## config.mk

```make
export PLATFORM = sky130hd
export DESIGN_NAME = rx_frame_fifo
export DESIGN_NICKNAME = d
export VERILOG_FILES = /design/src/rtl/rx_frame_fifo_pkg.sv /design/src/rtl/rx_frame_fifo_dp.sv /design/src/rtl/rx_frame_fifo_ctrl.sv /design/src/rtl/rx_frame_fifo.sv
export SDC_FILE = /design/constraint.sdc
export NUM_CORES = 1
export LEC_CHECK = 0
export BUFFER_PORTS_ARGS = -buffer_cell sky130_fd_sc_hd__buf_4
export CAP_MARGIN = 0
export CELL_PAD_IN_SITES_DETAIL_PLACEMENT = 0
export CELL_PAD_IN_SITES_GLOBAL_PLACEMENT = 1
export CORE_MARGIN = 4
export CORE_UTILIZATION = 50
export DETAILED_ROUTE_END_ITERATION = 8
export PLACE_DENSITY_LB_ADDON = 0.1
export SLEW_MARGIN = 20
export SYNTH_ARGS = -nofsm -noshare
export SYNTH_HDL_FRONTEND = slang
export SYNTH_SLANG_ARGS = --single-unit
```

## constraint.sdc

```tcl
create_clock -name clk -period 7.1 [get_ports clk]
set_input_delay 1.42 -clock clk [delete_from_list [all_inputs] [get_ports clk]]
set_output_delay 1.42 -clock clk [all_outputs]
set_load 0.03 [all_outputs]
```

## src/rtl/rx_frame_fifo_pkg.sv

```systemverilog
package rx_frame_fifo_pkg;

  // termination codes seen by the host
  typedef enum logic [2:0] {
    PS_BUSY    = 3'd0,
    PS_GOOD    = 3'd1,
    PS_BADCRC  = 3'd2,
    PS_ABORT   = 3'd3,
    PS_OVERRUN = 3'd4
  } pktCode_e;

  // strobes from control to datapath
  typedef struct packed {
    logic     wrEn;
    logic     wrLast;
    pktCode_e wrCode;
    logic     markOverrun;
    logic     rdEn;
  } fifoCmd_t;

endpackage

```

## src/rtl/rx_frame_fifo_dp.sv

```systemverilog
module rx_frame_fifo_dp
  import rx_frame_fifo_pkg::*;
#(
  parameter int DEPTH  = 64,
  parameter int DATA_W = 8,
  parameter int CNT_W  = $clog2(DEPTH) + 1
) (
  input  logic              clk,
  input  logic              rstN,
  input  fifoCmd_t          cmd,
  input  logic [DATA_W-1:0] wrData,
  input  logic [CNT_W-1:0]  hwmLevel,
  output logic [DATA_W-1:0] rdData,
  output logic              headLast,
  output pktCode_e          headCode,
  output logic              full,
  output logic              empty,
  output logic              aboveHwm,
  output logic [CNT_W-1:0]  bytesAvail,
  output logic              endBuffered
);

  localparam int PTR_W = $clog2(DEPTH);

  logic [DATA_W-1:0] dataMem [DEPTH];
  pktCode_e          codeMem [DEPTH];
  logic [DEPTH-1:0]  lastMem;
  logic [PTR_W-1:0]  wrPtr, rdPtr, prevWr;
  logic [CNT_W-1:0]  count;

  assign prevWr = wrPtr - 1'b1;

  always_ff @(posedge clk or negedge rstN) begin
    if (!rstN) begin
      wrPtr   <= '0;
      rdPtr   <= '0;
      count   <= '0;
      lastMem <= '0;
    end else begin
      if (cmd.wrEn) begin
        wrPtr          <= wrPtr + 1'b1;
        lastMem[wrPtr] <= cmd.wrLast;
      end
      if (cmd.markOverrun) lastMem[prevWr] <= 1'b1;
      if (cmd.rdEn) rdPtr <= rdPtr + 1'b1;
      count <= count + CNT_W'(cmd.wrEn) - CNT_W'(cmd.rdEn);
    end
  end

  always_ff @(posedge clk) begin
    if (cmd.wrEn) begin
      dataMem[wrPtr] <= wrData;
      codeMem[wrPtr] <= cmd.wrCode;
    end
    if (cmd.markOverrun) codeMem[prevWr] <= PS_OVERRUN;
  end

  assign rdData   = dataMem[rdPtr];
  assign headLast = lastMem[rdPtr];
  assign headCode = codeMem[rdPtr];
  assign empty    = (count == '0);
  assign full     = (count == CNT_W'(DEPTH));
  assign aboveHwm = (count > hwmLevel);

  // scan from the head: the nearest frame end bounds the readable run
  always_comb begin
    bytesAvail  = count;
    endBuffered = 1'b0;
    for (int i = DEPTH - 1; i >= 0; i--) begin
      if (CNT_W'(i) < count && lastMem[rdPtr + PTR_W'(i)]) begin
        bytesAvail  = CNT_W'(i + 1);
        endBuffered = 1'b1;
      end
    end
  end


  no_overflow_chk: assert property (@(posedge clk) disable iff (!rstN)
    count <= CNT_W'(DEPTH));


  count_step_chk: assert property (@(posedge clk) disable iff (!rstN)
    (cmd.wrEn && !cmd.rdEn) |=> (count == CNT_W'($past(count) + 1'b1)));


  avail_bound_chk: assert property (@(posedge clk) disable iff (!rstN)
    !empty |-> (bytesAvail != '0 && bytesAvail <= count));

endmodule

```

## src/rtl/rx_frame_fifo_ctrl.sv

```systemverilog
module rx_frame_fifo_ctrl
  import rx_frame_fifo_pkg::*;
(
  input  logic     clk,
  input  logic     rstN,
  input  logic     inValid,
  input  logic     inStart,
  input  logic     inEnd,
  input  logic     inCrcOk,
  input  logic     inAbort,
  input  logic     rdStrobe,
  input  logic     full,
  input  logic     empty,
  input  logic     headLast,
  input  pktCode_e headCode,
  output fifoCmd_t cmd,
  output pktCode_e pktStatus
);

  logic     discard;
  logic     pktOpen;
  pktCode_e statusReg;
  logic     dropping;

  assign dropping  = discard && !inStart;
  assign pktStatus = statusReg;

  always_comb begin
    cmd             = '0;
    cmd.wrCode      = inAbort ? PS_ABORT : (inCrcOk ? PS_GOOD : PS_BADCRC);
    cmd.wrLast      = inEnd;
    cmd.rdEn        = rdStrobe && !empty;
    if (inValid && !dropping) begin
      if (full) cmd.markOverrun = pktOpen;
      else      cmd.wrEn        = 1'b1;
    end
  end

  always_ff @(posedge clk or negedge rstN) begin
    if (!rstN) begin
      discard   <= 1'b0;
      pktOpen   <= 1'b0;
      statusReg <= PS_BUSY;
    end else begin
      if (inValid) begin
        if (dropping) begin
          if (inEnd) discard <= 1'b0;
        end else if (full) begin
          discard <= pktOpen && !inEnd;
          pktOpen <= 1'b0;
        end else begin
          discard <= 1'b0;
          pktOpen <= !inEnd;
        end
      end
      if (cmd.rdEn) statusReg <= headLast ? headCode : PS_BUSY;
    end
  end


  status_hold_chk: assert property (@(posedge clk) disable iff (!rstN)
    !cmd.rdEn |=> $stable(pktStatus));


  empty_read_chk: assert property (@(posedge clk) disable iff (!rstN)
    cmd.rdEn |-> !empty);


  no_write_full_chk: assert property (@(posedge clk) disable iff (!rstN)
    cmd.wrEn |-> !full);


  overrun_target_chk: assert property (@(posedge clk) disable iff (!rstN)
    cmd.markOverrun |-> !empty);

endmodule

```

## src/rtl/rx_frame_fifo.sv

```systemverilog
module rx_frame_fifo
  import rx_frame_fifo_pkg::*;
#(
  parameter int DEPTH  = 64,
  parameter int DATA_W = 8,
  parameter int CNT_W  = $clog2(DEPTH) + 1
) (
  input  logic              clk,
  input  logic              rstN,
  input  logic              inValid,
  input  logic [DATA_W-1:0] inData,
  input  logic              inStart,
  input  logic              inEnd,
  input  logic              inCrcOk,
  input  logic              inAbort,
  input  logic              rdStrobe,
  input  logic [CNT_W-1:0]  hwmLevel,
  output logic [DATA_W-1:0] rdData,
  output logic              notEmpty,
  output logic              aboveHwm,
  output logic [2:0]        pktStatus,
  output logic              msgStatus,
  output logic [CNT_W-1:0]  bytesAvail
);

  fifoCmd_t cmd;
  pktCode_e headCode, statusCode;
  logic     headLast, full, empty, endBuffered;

  rx_frame_fifo_ctrl u_ctrl (
    .clk       (clk),
    .rstN      (rstN),
    .inValid   (inValid),
    .inStart   (inStart),
    .inEnd     (inEnd),
    .inCrcOk   (inCrcOk),
    .inAbort   (inAbort),
    .rdStrobe  (rdStrobe),
    .full      (full),
    .empty     (empty),
    .headLast  (headLast),
    .headCode  (headCode),
    .cmd       (cmd),
    .pktStatus (statusCode)
  );

  rx_frame_fifo_dp #(.DEPTH(DEPTH), .DATA_W(DATA_W), .CNT_W(CNT_W)) u_dp (
    .clk         (clk),
    .rstN        (rstN),
    .cmd         (cmd),
    .wrData      (inData),
    .hwmLevel    (hwmLevel),
    .rdData      (rdData),
    .headLast    (headLast),
    .headCode    (headCode),
    .full        (full),
    .empty       (empty),
    .aboveHwm    (aboveHwm),
    .bytesAvail  (bytesAvail),
    .endBuffered (endBuffered)
  );

  assign notEmpty  = !empty;
  assign msgStatus = !endBuffered;
  assign pktStatus = statusCode;


  msg_empty_chk: assert property (@(posedge clk) disable iff (!rstN)
    empty |-> msgStatus);

endmodule

```

==> impl_metrics.csv <==
group,metric,value,unit
logic_synthesis,syn_area,0.0410,mm^2
setup_path,r2r-start,"u_dp.rdPtr[0]",
clock_network,path_clk_slew,0.06,ns
final_layout,num-nets-final,2622,
final_layout,antenna_cells,0,
grt,antenna_found_initial,3,
die,dieArea,0.0867,mm^2
clock_network,ctsRootBufferMaster,"clkbuf_16",
die,die_h,294,um
drt,vias,24900,
final_layout,final_cell_area,0.0456,mm^2
clock_network,ctsLongestPathBuffers,3,
power,peakVddDrop,0.000385,V
hold_path,min_path_type,"reg -> reg",
setup_path,reg2reg_depth,8,
power,power,23700,uW
power,p_per_area,520,mW/mm^2
timing,max_freq,144,MHz
setup_path,crit_slowest_cell,"dfrtp_4",
setup_path,slowest_delay,0.60,ns
die,initial_utilization,0.507,
clock_network,numCtsBuffers,81,
place,port_buffers,43,
setup_path,cp.depth,14,
clock_network,h-tree-depth,3,
hold_path,hold_depth,2,
timing,tightest_slew,1.17,ns
timing,finalSetupViolations,0,
place,dp_hpwl,81100,um
logic_synthesis,synth_edf_count,704,
setup_path,r2r_slack,2.43,ns
timing,final.min_clock_period,6.95,ns
job,drv_cap,0,
grt,grt_use_total,0.274,
logic_synthesis,syn_nets,2555,
clock_network,insertion_delay,0.66,ns
hold_path,min-delay-start,"u_ctrl.pktStatus[0]",
setup_path,crit_arrival,5.53,ns
setup_path,worstPathCellList,"buf_8, inv_2, ha_1, buf_12, mux4_2, mux4_2, mux4_2, o211a_2, a21oi_1, nand3_1, or3_1, nor3_2, nor3b_4, buf_4",
timing,fin_worst_skew,0.0529,ns
logic_synthesis,syn_inst,2486,
setup_path,critPathMaxFanout,32,
die,die_w,294,um
setup_path,critical-path-top-delay-family,"multiplexers",
die,row_count,104,
outcome,outcome,"finished, final reports clean",
timing,slew_violations,0,
hold_path,hold_end,"u_ctrl.pktStatus[0]",
logic_synthesis,async_flop_share,0.111,
grt,grt_max_degree,136,
logic_synthesis,seq_area_frac_synth,0.569,
drt,detail-route-antenna-nets,0,
drt,dr.pass1.iters,5,
timing,hold_viol_final,0,
timing,max-slew-margin-rel,0.214,
setup_path,cpMostUsedCell,"mux4_2",
place,place_area,0.0427,mm^2
logic_synthesis,avgSynthCellArea,16.5,um^2
logic_synthesis,synth-seq-cells,792,
grt,first_global_vias,24900,
grt,grt-ovfl-total,0,
setup_path,path_buf_inv,4,
setup_path,endpoint_kind,"primary output",
drt,drt_iter0_markers,2744,
drt,wl,117000,um
timing,min_period_over_period,0.978,
setup_path,criticalPathCategory,"reg -> out",
drt,vias_per_cell,6.77,
final_layout,syn2layout_area_growth,11.2,%
clock_network,numClockSinks,792,
logic_synthesis,ys.flop_type,"edfxtp_1",
die,ios,44,
power,p_leak,0.0150,uW
setup_path,crit_path_start_kind,"flop",
grt,grt_pass1_wl,174000,um
logic_synthesis,synthDistinctLibCells,87,
clock_network,cts_tree,"done",
place,routabilityCongestion,0.954,
final_layout,drive_above_1_share,0.286,
setup_path,r2r-end,"u_ctrl.pktStatus[2]",
drt,drc,0,
drt,wire_per_inst,31.9,um
logic_synthesis,ys_warn_count,0,
die,coreArea,0.0809,mm^2
setup_path,worstPathRequired,5.68,ns
## worst max-delay path by stage
stage                        from       endpoint  slack, ns
floorplan           u_dp.rdPtr[1]  bytesAvail[6]       0.02
global placement    u_dp.rdPtr[0]  bytesAvail[0]       0.72
detailed placement  u_dp.rdPtr[2]  bytesAvail[6]       0.64
CTS                 u_dp.rdPtr[2]  bytesAvail[6]       0.02
global route        u_dp.rdPtr[0]  bytesAvail[0]      -0.02
finish              u_dp.rdPtr[2]  bytesAvail[6]       0.15
## layout by cell type (no fill, tap or decap), drive strengths merged, types with 39 or more instances in the layout
cell,instances
nand2,115
xnor2,57
edfxtp,704
mux4,410
clkbuf,112
nor2,181
mux2,39
mux2i,173
ha,45
buf,130
inv,40
a21oi,53
o21ai,110
dfrtp,88
## cells in the mapped netlist (8+ instances only)
cell type  instances  area (um^2)
and2_1            12         75.1
nand3_1           34          170
o22ai_1            8         50.1
buf_4              8         60.1
buf_2             26          130
a31oi_1           13         81.3
dfrtp_1           88         2200
nor3_1            12         60.1
mux2i_1          173         1730
xnor2_1           50          438
a21oi_1           52          260
nand2_1          114          428
o211ai_1          22          165
o21ai_0          102          510
a21o_1            13         97.6
nand4_1           11         68.8
nand2b_1          14         87.6
buf_1             34          128
clkbuf_1          70          263
or3_1             11         68.8
mux2_2            35          394
edfxtp_1         704        21100
o21ai_1            8         40.0
nor2b_1           21          131
a211oi_1          13         97.6
inv_1             34          128
ha_1              45          563
xor2_1            19          166
mux4_2           404         9100
nor2_1           181          679
## power breakdown
part           switching (uW)  internal (uW)
combinational            7720           5870
sequential                507           5390
clock                    1770           2500
## metrics by stage
step,setup slack (ns),util,hold slack [ns],instances,setup TNS (ns)
2_1_floorplan,0.0185,-,0.448,2486,0
3_3_place_gp,0.718,0.527,0.464,3515,0
3_5_place_dp,0.642,0.528,0.479,3515,0
4_1_cts,0.0174,0.561,0.493,3660,0
5_1_grt,-0.0197,0.564,0.515,3675,-0.0384
6_report,0.153,0.564,0.491,3675,0
## worst min-delay path, delay by kind of cell, from the launching register on
family	cells	cell delay, ns
flip-flops	1	0.34
AND/OR/NAND/NOR	2	0.11
## repair_timing
item | in CTS | in global routing
setup buffers | 0 | 14
gates cloned | 0 | 1
gates resized for setup | 1 | 10
endpoints found under the setup margin | 1 | 7
pin swaps | 0 | 4
hold buffers | 0 | 0
## cell families (layout without fill, tap and decap cells)
family | after synthesis | count (layout) | share of synthesized area
flip-flops | 792 | 792 | 0.569
XOR/XNOR | 75 | 76 | 0.0174
AND/OR/NAND/NOR | 446 | 446 | 0.0500
multiplexers | 622 | 622 | 0.279
buffers and inverters | 188 | 316 | 0.0204
adder cells (fa/ha/maj) | 46 | 46 | 0.0142
AO/OA/AOI/OAI | 317 | 317 | 0.0500
## sequential cells by signal (all words and copies together), names as in the netlist
name,count
u_dp.lastMem,64
u_dp.wrPtr,6
u_dp.count,7
u_dp.dataMem,512
u_ctrl.discard,1
u_dp.codeMem,192
u_ctrl.pktOpen,1
u_ctrl.pktStatus,3
u_dp.rdPtr,6
## cell type report
cell class / count / area [um^2]
clock buffer: 112 / 2210
clock inverter: 33 / 484
fill: 6323 / 35300
inverter: 41 / 156
multi-input combinational: 1507 / 17000
sequential: 792 / 23400
tap: 1060 / 1330
timing repair buffer: 130 / 1060
## per-layer routing
layer	GRT usage	routed length, um
met1	0.398	48500
met2	0.431	55600
met3	0.0585	10400
met4	0.0678	2870
met5	0	0
Power figures use the tool's default switching activity.
